### config.mk
export PLATFORM = sky130hd
export DESIGN_NAME = ext_irq_flags
export DESIGN_NICKNAME = d
export VERILOG_FILES = /design/src/rtl/ext_irq_flags.sv
export SDC_FILE = /design/constraint.sdc
export NUM_CORES = 1
export LEC_CHECK = 0
export BUFFER_PORTS_ARGS = -buffer_cell sky130_fd_sc_hd__buf_2
export CAP_MARGIN = 20
export CORE_MARGIN = 3
export CORE_UTILIZATION = 30
export DETAILED_ROUTE_END_ITERATION = 16
export HOLD_SLACK_MARGIN = 0.08
export SYNTH_ARGS = -nofsm -noshare
export SYNTH_HDL_FRONTEND = slang
export SYNTH_SLANG_ARGS = --single-unit
### constraint.sdc
create_clock -name clk -period 1.3 [get_ports clk]
set_input_delay 0.195 -clock clk [delete_from_list [all_inputs] [get_ports clk]]
set_output_delay 0.195 -clock clk [all_outputs]
set_load 0.005 [all_outputs]
### src/rtl/ext_irq_flags.sv
module ext_irq_flags #(
  parameter int NV = 7,
  parameter int NS = 6,
  parameter int NT = 2
) (
  input  logic          clk,
  input  logic          rst_n,
  input  logic          dio_hi,
  input  logic          dio_lo,
  input  logic          col_a,
  input  logic          col_b,
  input  logic          ce_busy,
  input  logic          pll_lock,
  input  logic          eeprom_busy,
  input  logic          xfer_done,
  input  logic          sec_tick,
  input  logic [NV-1:0] vec_en,
  input  logic [NV-1:0] vec_ack,
  input  logic [NS-1:0] sub_en,
  input  logic [NT-1:0] tmr_ovf,
  input  logic [NT-1:0] tmr_ack,
  input  logic          wr_en,
  input  logic          wr_sel,
  input  logic [NS-1:0] wr_data,
  output logic [NV-1:0] pend,
  output logic [7:0]    flag_rd,
  output logic [7:0]    sub_rd,
  output logic [NT-1:0] tmr_flag
);
  localparam int NA = 9;
  localparam logic [NV-1:0] FALL = 7'b0001100;
  localparam logic [NV-1:0] INV  = 7'b1100000;
  localparam logic [NV-1:0] AUTO = 7'b0111111;

  logic [NA-1:0] asy, s1, s2, sp;
  logic [NS-1:0] sflag, sset, sact, sclr;
  logic [NV-1:0] vflag, vprev, line, det, vedge, vclr, swclr;

  assign asy = {sec_tick, xfer_done, eeprom_busy, pll_lock, ce_busy,
                col_b, col_a, dio_lo, dio_hi};

  always_ff @(posedge clk) begin
    if (!rst_n) begin
      s1 <= '0;
      s2 <= '0;
      sp <= '0;
    end else begin
      s1 <= asy;
      s2 <= s1;
      sp <= s2;
    end
  end

  assign sset[0] = s2[2] & ~sp[2];
  assign sset[1] = s2[3] & ~sp[3];
  assign sset[2] = s2[5] & ~sp[5];
  assign sset[3] = ~s2[5] & sp[5];
  assign sset[4] = s2[7] & ~sp[7];
  assign sset[5] = s2[8] & ~sp[8];
  assign sact    = sflag & sub_en;

  assign line[0] = s2[0];
  assign line[1] = s2[1];
  assign line[2] = ~|sact[1:0];
  assign line[3] = s2[4];
  assign line[4] = |sact[3:2];
  assign line[5] = s2[6];
  assign line[6] = ~|sact[5:4];

  assign det   = line ^ INV;
  assign vedge = (~FALL & det & ~vprev) | (FALL & ~det & vprev);

  assign swclr = (wr_en && !wr_sel) ? {~wr_data[5:1], 2'b00} : '0;
  assign vclr  = (AUTO & vec_ack) | swclr;
  assign sclr  = (wr_en && wr_sel) ? ~wr_data : '0;

  always_ff @(posedge clk) begin
    if (!rst_n) begin
      vprev    <= ~FALL;
      vflag    <= '0;
      sflag    <= '0;
      tmr_flag <= '0;
    end else begin
      vprev    <= det;
      vflag    <= vedge | (vflag & ~vclr);
      sflag    <= sset | (sflag & ~sclr);
      tmr_flag <= tmr_ovf | (tmr_flag & ~tmr_ack);
    end
  end

  assign pend    = vflag & vec_en;
  assign flag_rd = {2'b00, vflag[6:2], 1'b0};
  assign sub_rd  = {2'b00, sflag};

  AST_V6_HOLD: assert property (@(posedge clk) disable iff (!rst_n)
    (vflag[6] && vec_ack[6] && !swclr[6]) |=> vflag[6]);
  AST_V5_AUTO: assert property (@(posedge clk) disable iff (!rst_n)
    (vec_ack[5] && !vedge[5]) |=> !vflag[5]);
  AST_SUB_STICKY: assert property (@(posedge clk) disable iff (!rst_n)
    !(wr_en && wr_sel) |=> ((sflag & $past(sflag)) == $past(sflag)));
  AST_EDGE_WINS: assert property (@(posedge clk) disable iff (!rst_n)
    (|vedge) |=> ((vflag & $past(vedge)) == $past(vedge)));
  AST_TMR_CLR: assert property (@(posedge clk) disable iff (!rst_n)
    (tmr_ack[0] && !tmr_ovf[0]) |=> !tmr_flag[0]);
  AST_RST_CLEAR: assert property (@(posedge clk)
    !rst_n |=> (vflag == '0 && sflag == '0 && tmr_flag == '0));
endmodule

* Yosys cells after proc, flatten, opt, wreduce, memory -nomap -nowiden
Cells that the tools add are included.
Storage, ports and cells: register bits after elaboration 49, word-level logic and storage cells 49
Operators by class: bitwise operators 32, reduce and logical (&&, ||, !) cells 8, mux-type cells 2
Operators with widths (number):
- $and A7 B7 Y7 | 3
- $not A7 Y7 | 2
- $or A7 B7 Y7 | 2
- $and A6 B6 Y6 | 2
- $not A6 Y6 | 2
- $and A4 B7 Y7 | 1
- $mux W7 | 1
- $or A6 B7 Y7 | 1
- $and A1 B1 Y1 | 6
- $mux W6 | 1
- $not A1 Y1 | 6
- $or A6 B6 Y6 | 1
- $reduce_or A2 Y1 | 3
- $not A5 Y5 | 1
- $not A2 Y2 | 2
- $not A4 Y4 | 1
- $logic_not A1 Y1 | 3
- $and A2 B2 Y2 | 1
- $logic_and A1 B1 Y1 | 2
- $or A2 B2 Y2 | 1

* Longest topological paths before layout
Gate-level depths: netlist of run 1.
depth after elaboration 7, gate-level depth with buffers 3, mapped depth without buffers 2

* Least setup slack after synthesis of run 1
Ideal clock, no wire load.
path kind register -> register, from reg sflag[0], to reg sflag[0], period minus slack after synthesis 0.771 ns, setup time 0.074 ns, required time 1.226 ns, path buffers 0, path slack 0.529 ns, data arrival time 0.697 ns, cell stages (with the launch flop) 3, cell sequence dfxtp_1 a21bo_2 a31oi_1
Between the ends: cells in the longest elaborated chain, start to end 2
Ends and longest elaborated chain:
- start, declared | RTL line 36 | logic [NS-1:0] sflag, sset, sact, sclr;
- start signal, assigned | RTL line 86 | sflag <= sset | (sflag & ~sclr);
- $and A6 B6 Y6 | RTL line 86
- $or A6 B6 Y6 | RTL line 86
Every way passes these cells. A chain may end at the register's enable or synchronous reset.

* Final worst setup path of run 1
from reg vflag[5], to out pend[5]
Between the ends: cells in the longest elaborated chain, start to end 1
Ends and longest elaborated chain:
- start, declared | RTL line 37 | logic [NV-1:0] vflag, vprev, line, det, vedge, vclr, swclr;
- start signal, assigned | RTL line 85 | vflag <= vedge | (vflag & ~vclr);
- $and A7 B7 Y7 | RTL line 91 | assign pend = vflag & vec_en;
- end, declared | RTL line 25 | output logic [NV-1:0] pend,
Every way passes these cells.

==> results of run 1 <==
## metrics by stage
step	hold slack, ns	setup slack (ns)	total power, mW	cells	utilization
finish	0.09932	0.2367	2.573	283	0.3919
global route	0.08494	0.1721	2.716	283	0.3919
CTS	0.08366	0.1982	2.628	283	0.3919
detailed placement	0.3706	0.4473	1.723	275	0.3732
global placement	0.3695	0.4451	1.719	275	0.3732
floorplan	0.3188	0.5287	1.634	159	-
## critical path: stages (launching register included)
cell and delay (ns):
dfxtp_1 0.36, and2_1 0.12, buf_2 0.10
## routing by layer
layer	global-route usage	wire length (µm)	vias up
met1	0.1111	1294	502
li1	-	-	609
met4	0.05670	72	0
met2	0.1684	1297	45
met3	0.04422	274	6
met5	0	0	-
## cell usage in the layout (no fill, tap or decap), types with 6 or more instances in the layout
| cell | n |
|---|---|
| and2_1 | 32 |
| dfxtp_1 | 45 |
| a31oi_1 | 6 |
| nand2_1 | 11 |
| a21bo_2 | 6 |
| buf_2 | 61 |
| clkbuf_8 | 6 |
| nand2b_1 | 12 |
## flip-flops by register name, indices dropped and copies added (netlist names)
| name | count |
|---|---|
| s1 | 9 |
| s2 | 9 |
| sflag | 6 |
| sp | 6 |
| tmr_flag | 2 |
| vflag | 7 |
| vprev | 6 |
## final timing paths
check	startpoint	endpoint	slack (ns)
min reg2reg	s2[6]$_SDFF_PN0_	vprev[5]$_SDFF_PN1_	0.39
min	ce_busy	s1[4]$_SDFF_PN0_	0.1
max reg2reg	sflag[0]$_SDFF_PN0_	vflag[2]$_SDFF_PN0_	0.47
max	vflag[5]$_SDFF_PN0_	pend[5]	0.24
## layout make-up
cell class | count | area, µm² | share of cell area
inverter | 1 | 3.754 | 0.001863
clock buffer | 6 | 82.58 | 0.04099
timing repair buffer | 63 | 320.3 | 0.1590
multi-input combinational | 96 | 605.6 | 0.3006
tap | 70 | 87.58 | 0.04348
clock inverter | 2 | 13.76 | 0.006832
sequential | 45 | 900.9 | 0.4472
## logic make-up (layout without fill, tap and decap cells)
group	count (synthesis)	in the layout	synth area share
and+or+nand+nor	67	67	0.2506
DFF	45	45	0.5586
AOI/OAI and AO/OA	24	24	0.1133
buffers and inverters	18	72	0.07524
other	1	5	0.002325
## where the power goes
group | total (mW) | leakage (nW) | switching (mW) | internal, mW
clock network | 0.887 | 0.0512 | 0.456 | 0.430
registers | 1.47 | 0.371 | 0.0285 | 1.45
logic | 0.212 | 0.484 | 0.0889 | 0.123
total | 2.57 | 0.906 | 0.574 | 2.00
==> results.toml, run 1 <==
[global_route]
antenna_found_initial = 0
grt_overflow_total = 0
grt_pass1_vias = 1118
grt_max_degree = 22
grt_pass1_wl_um = 4899
grt_util_all_layers = 0.1028

[cts]
cts_resized = 0
htree_levels = 2
cts-root-buf = "clkbuf_8"
cts.sinks = 45
post-cts-setup-buffer-count = 0
clk-insertion-delay-late_ns = 0.30
clock_path_buffers = 2
holdBufCountCts = 0
tritoncts = "done"
cts_buffers = 5
cts.reportedPaths.clkPinSlew_ns = 0.08

[setup_path]
critPathKind = "reg2out"
cp.required_ns = 1.11
worst-r2r-cell-count = 2
end_kind = "output port"
worst_ep_arrival_time_ns = 0.87
path_max_fanout = 3
critPathLaunchType = "flop"

[yosys]
synth_ff_type = "dfxtp_1"
synth_commonest_cells = "dfxtp_1, and2_1, nand2b_1"
synth.area.top_cells = "dfxtp_1, and2_1, buf_4"
synth_area_leader_cell = "dfxtp_1"
syn_area_um2 = 1613
synth_top_area_share = 0.5586
async_reset_ff_frac = 0
synth_edf_count = 0
synthDistinctLibCells = 22
postSynthAreaPerCell_um2 = 10.41
yosys_warnings = 0
synth_cells = 155
synth-seq-area-share = 0.5586
synth.most_common_cell = "dfxtp_1"
synth_seq_cells = 45

[layout]
fin_area_um2 = 2014
nets = 255
diodes = 0
area_delta_synth_final_pct = 24.90
drive_above_1_share = 0.3662
n_fill_cell = 557

[power_and_ir_drop]
ir_worst_vdd_uv = 480.1
p_per_area_nw_per_um2 = 1277
leakagePower_nw = 0.9061

[detailed_routing]
vias = 1162
drcViolationCount = 0
dr.pass1.iters = 4
routedWlPerCell_um = 10.38
postRouteAntennaNets = 0
wl_um = 2937
drt_iter0_drc = 25
viasPerCell = 4.106

[flow_run]
drv_cap = 0

[timing]
period_minus_slack_ns = 1.063
fmaxAchievable_ghz = 0.9404
finalSetupViolations = 0
period_share = 0.8179
finalHoldViolations = 0
slew_violations = 0
fin_skew_ns = 0.008281
tns_ns = 0
rsz0062_at_grt = "no"

[place]
dp.final_hpwl_um = 2124
gp_congestion = 0.6322
port_buffers = 61
dpl_cell_area_um2 = 1918

[die]
die_w_um = 79.32
die_h_um = 79.32
io-pin-count = 68
core_area_um2 = 5140
dieArea_um2 = 6292
initial_core_util = 0.3138
rows = 26

[status]
status = "complete, no violations"

[worst_hold_path]
hp-class = "in2reg"
min_path_cells = 2
Power figures use the tool's default switching activity.
==> inputs of run 2 (changes only) <==
clock period = 1.05 ns   (was 1.3 ns; I/O delays follow)
==> run 2 against run 1 <==
Effect of this change:
- setup slack worse by 0.20 ns
- clock-buffer cell count is 1 higher
- first-iteration DRC count is 20% higher
- sequential share of layout area is 3.2 points lower
- via count is 4.0% higher
- critical path type unchanged
- power is 27% higher
- highest routed layer unchanged
- non-clock buffer count is 13 higher
- routed wire length is 2.9% higher
- sequential power is 24% higher
==> results.toml, run 2 (synthesized netlist as in run 1, its figures left out) <==
[power_and_ir_drop]
p_per_area_nw_per_um2 = 1496
ir_worst_vdd_uv = 661.6
power_mw = 3.269
leakagePower_nw = 0.9796

[detailed_routing]
postRouteAntennaNets = 0
routedWlPerCell_um = 10.21
drt_iter0_drc = 30
vias = 1209
wl_um = 3021
drcViolationCount = 0
viasPerCell = 4.084
dr.pass1.iters = 4

[die]
io-pin-count = 68
core_area_um2 = 5140
dieArea_um2 = 6292
initial_core_util = 0.3138
die_h_um = 79.32
rows = 26
die_w_um = 79.32

[timing]
fmaxAchievable_ghz = 0.9884
period_share = 0.9636
tns_ns = 0
finalSetupViolations = 0
fin_skew_ns = 0.003111
slew_violations = 0
rsz0062_at_grt = "yes"
setup_ws_ns = 0.03824
period_minus_slack_ns = 1.012
finalHoldViolations = 0
worst_hold_slack_ns = 0.1140

[cts]
clk-insertion-delay-late_ns = 0.29
cts.reportedPaths.clkPinSlew_ns = 0.08
clock_path_buffers = 2
htree_levels = 2
cts.sinks = 45
cts_buffers = 5
cts-root-buf = "clkbuf_8"
tritoncts = "done"

[place]
dp.cells = 275
gp_congestion = 0.6291
dpl_cell_area_um2 = 1943
port_buffers = 61
dpl_worst_slack_ns = 0.09572

[global_route]
grt_overflow_total = 0
grt_max_degree = 23
grt_pass1_vias = 1109
grt_pass1_wl_um = 4878
grt_util_all_layers = 0.1003
antenna_found_initial = 0

[setup_path]
critPathLaunchType = "flop"
path_max_fanout = 3
end_kind = "output port"
worst_ep_arrival_time_ns = 0.85
critPathKind = "reg2out"
startpoint = "vflag[5]$_SDFF_PN0_"
worst-r2r-cell-count = 2
r2r-start = "sflag[0]$_SDFF_PN0_"
path_delay_family = "flip-flops"
cp.required_ns = 0.89
r2r_slack_ns = 0.21
cpMaxStageDelayCell = "dfxtp_2"
path_cells = "and2_1 > buf_2"
max_stage_delay_ns = 0.33
crit_buf_inv = 1
r2r-end = "sflag[0]$_SDFF_PN0_"

[layout]
n_fill_cell = 522
regArea_um2 = 907.1
instances_no_fill = 296
nets = 268
area_delta_synth_final_pct = 35.45
top_regs = "s1 x9, s2 x9, vflag x7"
fin_util = 0.4250
fin_area_um2 = 2185
layout_common_cells = "buf_2, dfxtp_1, and2_1"
drive_above_1_share = 0.3805
final_common_cell = "buf_2"
multi_input_area_um2 = 608.1
diodes = 0

[flow_run]
drv_cap = 0

[worst_hold_path]
worstHoldStart = "sub_en[3]"
min_path_cells = 3
hp-class = "in2reg"
worstHoldEndpoint = "vprev[4]$_SDFF_PN1_"

[status]
status = "complete, no violations"
run 2: changes by cell type in the layout (fill, tap and decap cells not counted), moves of 2 or more:
cell | previous run | this run
dlygate4sd3_1 | 0 | 11
dfxtp_2 | 0 | 5
buf_12 | 0 | 2
dfxtp_1 | 45 | 40
run 2: worst max path at each step:
stage | endpoint | cells after the start
6_report | pend[5] | 2
2_1_floorplan | sflag[0]$_SDFF_PN0_ | 2
3_3_place_gp | vflag[4]$_SDFF_PN0_ | 3
5_1_grt | pend[2] | 2
4_1_cts | pend[5] | 2
3_5_place_dp | vflag[6]$_SDFF_PN0_ | 3
run 2: timing repair:
action	in CTS	in global routing
hold buffers	11	0
resized for setup	1	6
endpoints found under the hold margin	11	0
endpoints found under the setup margin	1	5
setup buffers	0	2
run 2: tightest hold or removal path, cell delays in order:
cell	delay, ns
buf_2	0.08
a22oi_1	0.07
nand2_1	0.07
run 2: final cells by class:
type | instances | share of cell area
timing repair buffer | 76 | 0.2182
multi-input combinational | 96 | 0.2783
clock buffer | 7 | 0.04410
clock inverter | 1 | 0.002291
sequential | 45 | 0.4152
inverter | 1 | 0.001718
tap | 70 | 0.04009
run 2: routing by layer:
| metal | up-vias | GRT usage | part of all wire | routed length, µm |
|---|---|---|---|---|
| met5 | - | 0 | 0 | 0 |
| met4 | 0 | 0.05155 | 0.017 | 50 |
| met3 | 5 | 0.03628 | 0.094 | 284 |
| met1 | 525 | 0.1180 | 0.44 | 1336 |
| met2 | 47 | 0.1599 | 0.45 | 1350 |
| li1 | 632 | - | - | - |
run 2: power by group:
part | internal (mW) | total (mW) | switching [mW] | leakage, nW
Combinational | 0.192 | 0.310 | 0.118 | 0.552
Sequential | 1.79 | 1.83 | 0.0362 | 0.373
Clock | 0.595 | 1.13 | 0.538 | 0.0542
==> inputs of run 3 (changes only) <==
BUFFER_PORTS_ARGS = not set   (was -buffer_cell sky130_fd_sc_hd__buf_2)
DONT_BUFFER_PORTS = 1   (was not set)
==> run 3 against run 2 <==
Effect of this change:
- power is 3.3% higher
- global-route usage is 0.25 points lower
- fmax is 3.1% higher
- first-iteration DRC count is 20% lower
- die area stayed put
- critical path type unchanged
- via count is 13% lower
- worst hold slack worse by 0.074 ns
- sequential share of layout area is 3.6 points higher
- clock skew is 0.0030 ns higher
==> results.toml, run 3 (synthesized netlist as in run 1, its figures left out) <==
[place]
dp.final_hpwl_um = 1863
gp_congestion = 0.5970
port_buffers = 0
dpl_cell_area_um2 = 1598
dp.cells = 212

[setup_path]
worst_ep_arrival_time_ns = 0.82
crit_buf_inv = 0
cp_num_cells = 1
cp.required_ns = 0.89
worst-r2r-cell-count = 2
path_max_fanout = 3
path_cells = "and2_1"
max_stage_delay_ns = 0.38
cpMaxStageDelayCell = "dfxtp_1"
path_delay_family = "flip-flops"
end_kind = "output port"
critPathKind = "reg2out"
critPathLaunchType = "flop"

[detailed_routing]
viasPerCell = 4.271
vias = 1055
routedWlPerCell_um = 11.94
drt_iter0_drc = 24
drcViolationCount = 0
wl_um = 2949
postRouteAntennaNets = 0
dr.pass1.iters = 4

[layout]
n_fill_cell = 539
layout_common_cells = "dfxtp_1, and2_1, dlygate4sd3_1"
regArea_um2 = 900.9
fin_util = 0.3880
instances_no_fill = 247
drive_above_1_share = 0.08475
area_delta_synth_final_pct = 23.66
diodes = 0
top_regs = "s1 x9, s2 x9, vflag x7"
nets = 219
final_common_cell = "dfxtp_1"
multi_input_area_um2 = 605.6
fin_area_um2 = 1994

[timing]
slew_violations = 0
fmaxAchievable_ghz = 1.019
fin_skew_ns = 0.006157
period_share = 0.9346
tns_ns = 0
finalHoldViolations = 0
finalSetupViolations = 0
worst_hold_slack_ns = 0.03989
period_minus_slack_ns = 0.9814
rsz0062_at_grt = "no"

[power_and_ir_drop]
clockPowerShare = 0.390
leakagePower_nw = 0.7537
p_int_mw = 2.713
ir_worst_vdd_uv = 842.7
p_switching_uw = 662.7
pwr-share-seq = 0.543
netSwitchingFraction = 0.1963
pwr-share-comb = 0.067
p_per_area_nw_per_um2 = 1693

[flow_run]
drv_cap = 0

[die]
core_area_um2 = 5140
io-pin-count = 68
die_h_um = 79.32
rows = 26
die_w_um = 79.32
dieArea_um2 = 6292
initial_core_util = 0.3138

[cts]
clock_path_buffers = 2
cts-root-buf = "clkbuf_8"
cts.reportedPaths.clkPinSlew_ns = 0.08
clk-insertion-delay-late_ns = 0.29
tritoncts = "done"
cts.sinks = 45
cts_buffers = 5
htree_levels = 2
post-cts-setup-buffer-count = 0

[status]
status = "complete, no violations"

[global_route]
grt_pass1_wl_um = 4657
grt_overflow_total = 0
grt_util_all_layers = 0.09788
antenna_found_initial = 0
grt_pass1_vias = 1020
grt_max_degree = 40

[worst_hold_path]
min_path_cells = 2
hp-class = "in2reg"
run 3: cell types whose count changed in the layout (fill, tap and decap cells not counted), sizes merged:
cell / change
buf: -64
bufinv: +1
dlygate4sd3: +15
clkinv: -1
run 3: final timing paths:
kind                             from             endpoint  slack, ns
setup reg to reg  sflag[0]$_SDFF_PN0_  sflag[0]$_SDFF_PN0_       0.18
setup / recovery  vflag[5]$_SDFF_PN0_              pend[5]       0.07
hold / removal                 wr_sel  vflag[2]$_SDFF_PN0_       0.04
hold reg to reg      s2[6]$_SDFF_PN0_  vprev[5]$_SDFF_PN1_       0.39
run 3: power groups by stage:
stage          sequential [mW]  clock (mW)  combinational [mW]
6_report                  1.83        1.31               0.228
5_1_grt                   1.84        1.43               0.257
4_1_cts                   1.83        1.39               0.228
3_5_place_dp              1.87           0               0.123
3_3_place_gp              1.87           0               0.120
2_1_floorplan             1.86           0               0.163
run 3: through the flow:
step	setup slack, ns	total power [mW]
after floorplan	0.2787	2.023
after global placement	0.2165	1.992
after detailed placement	0.2041	1.997
after CTS	0.02958	3.448
after global routing	0.008784	3.534
final	0.06865	3.376
run 3: cell type report:
| type | count | share of cell area |
|---|---|---|
| flip-flops and latches | 45 | 0.4517 |
| multi-input cells | 96 | 0.3036 |
| repair buffers | 27 | 0.1405 |
| well taps | 70 | 0.04391 |
| clock buffers | 7 | 0.04329 |
| clock inverters | 1 | 0.01506 |
| inverters | 1 | 0.001882 |
run 3: routing by layer:
metal	vias up	track usage	wire length [µm]
met2	45	0.1692	1358
met4	0	0.04639	41
met5	-	0	0
li1	536	-	-
met3	4	0.04195	257
met1	470	0.1016	1291
run 3: timing repair:
item / CTS / global route
hold endpoints to repair: 45 / 7
hold buffers: 26 / 1
gates resized for setup: 0 / 0
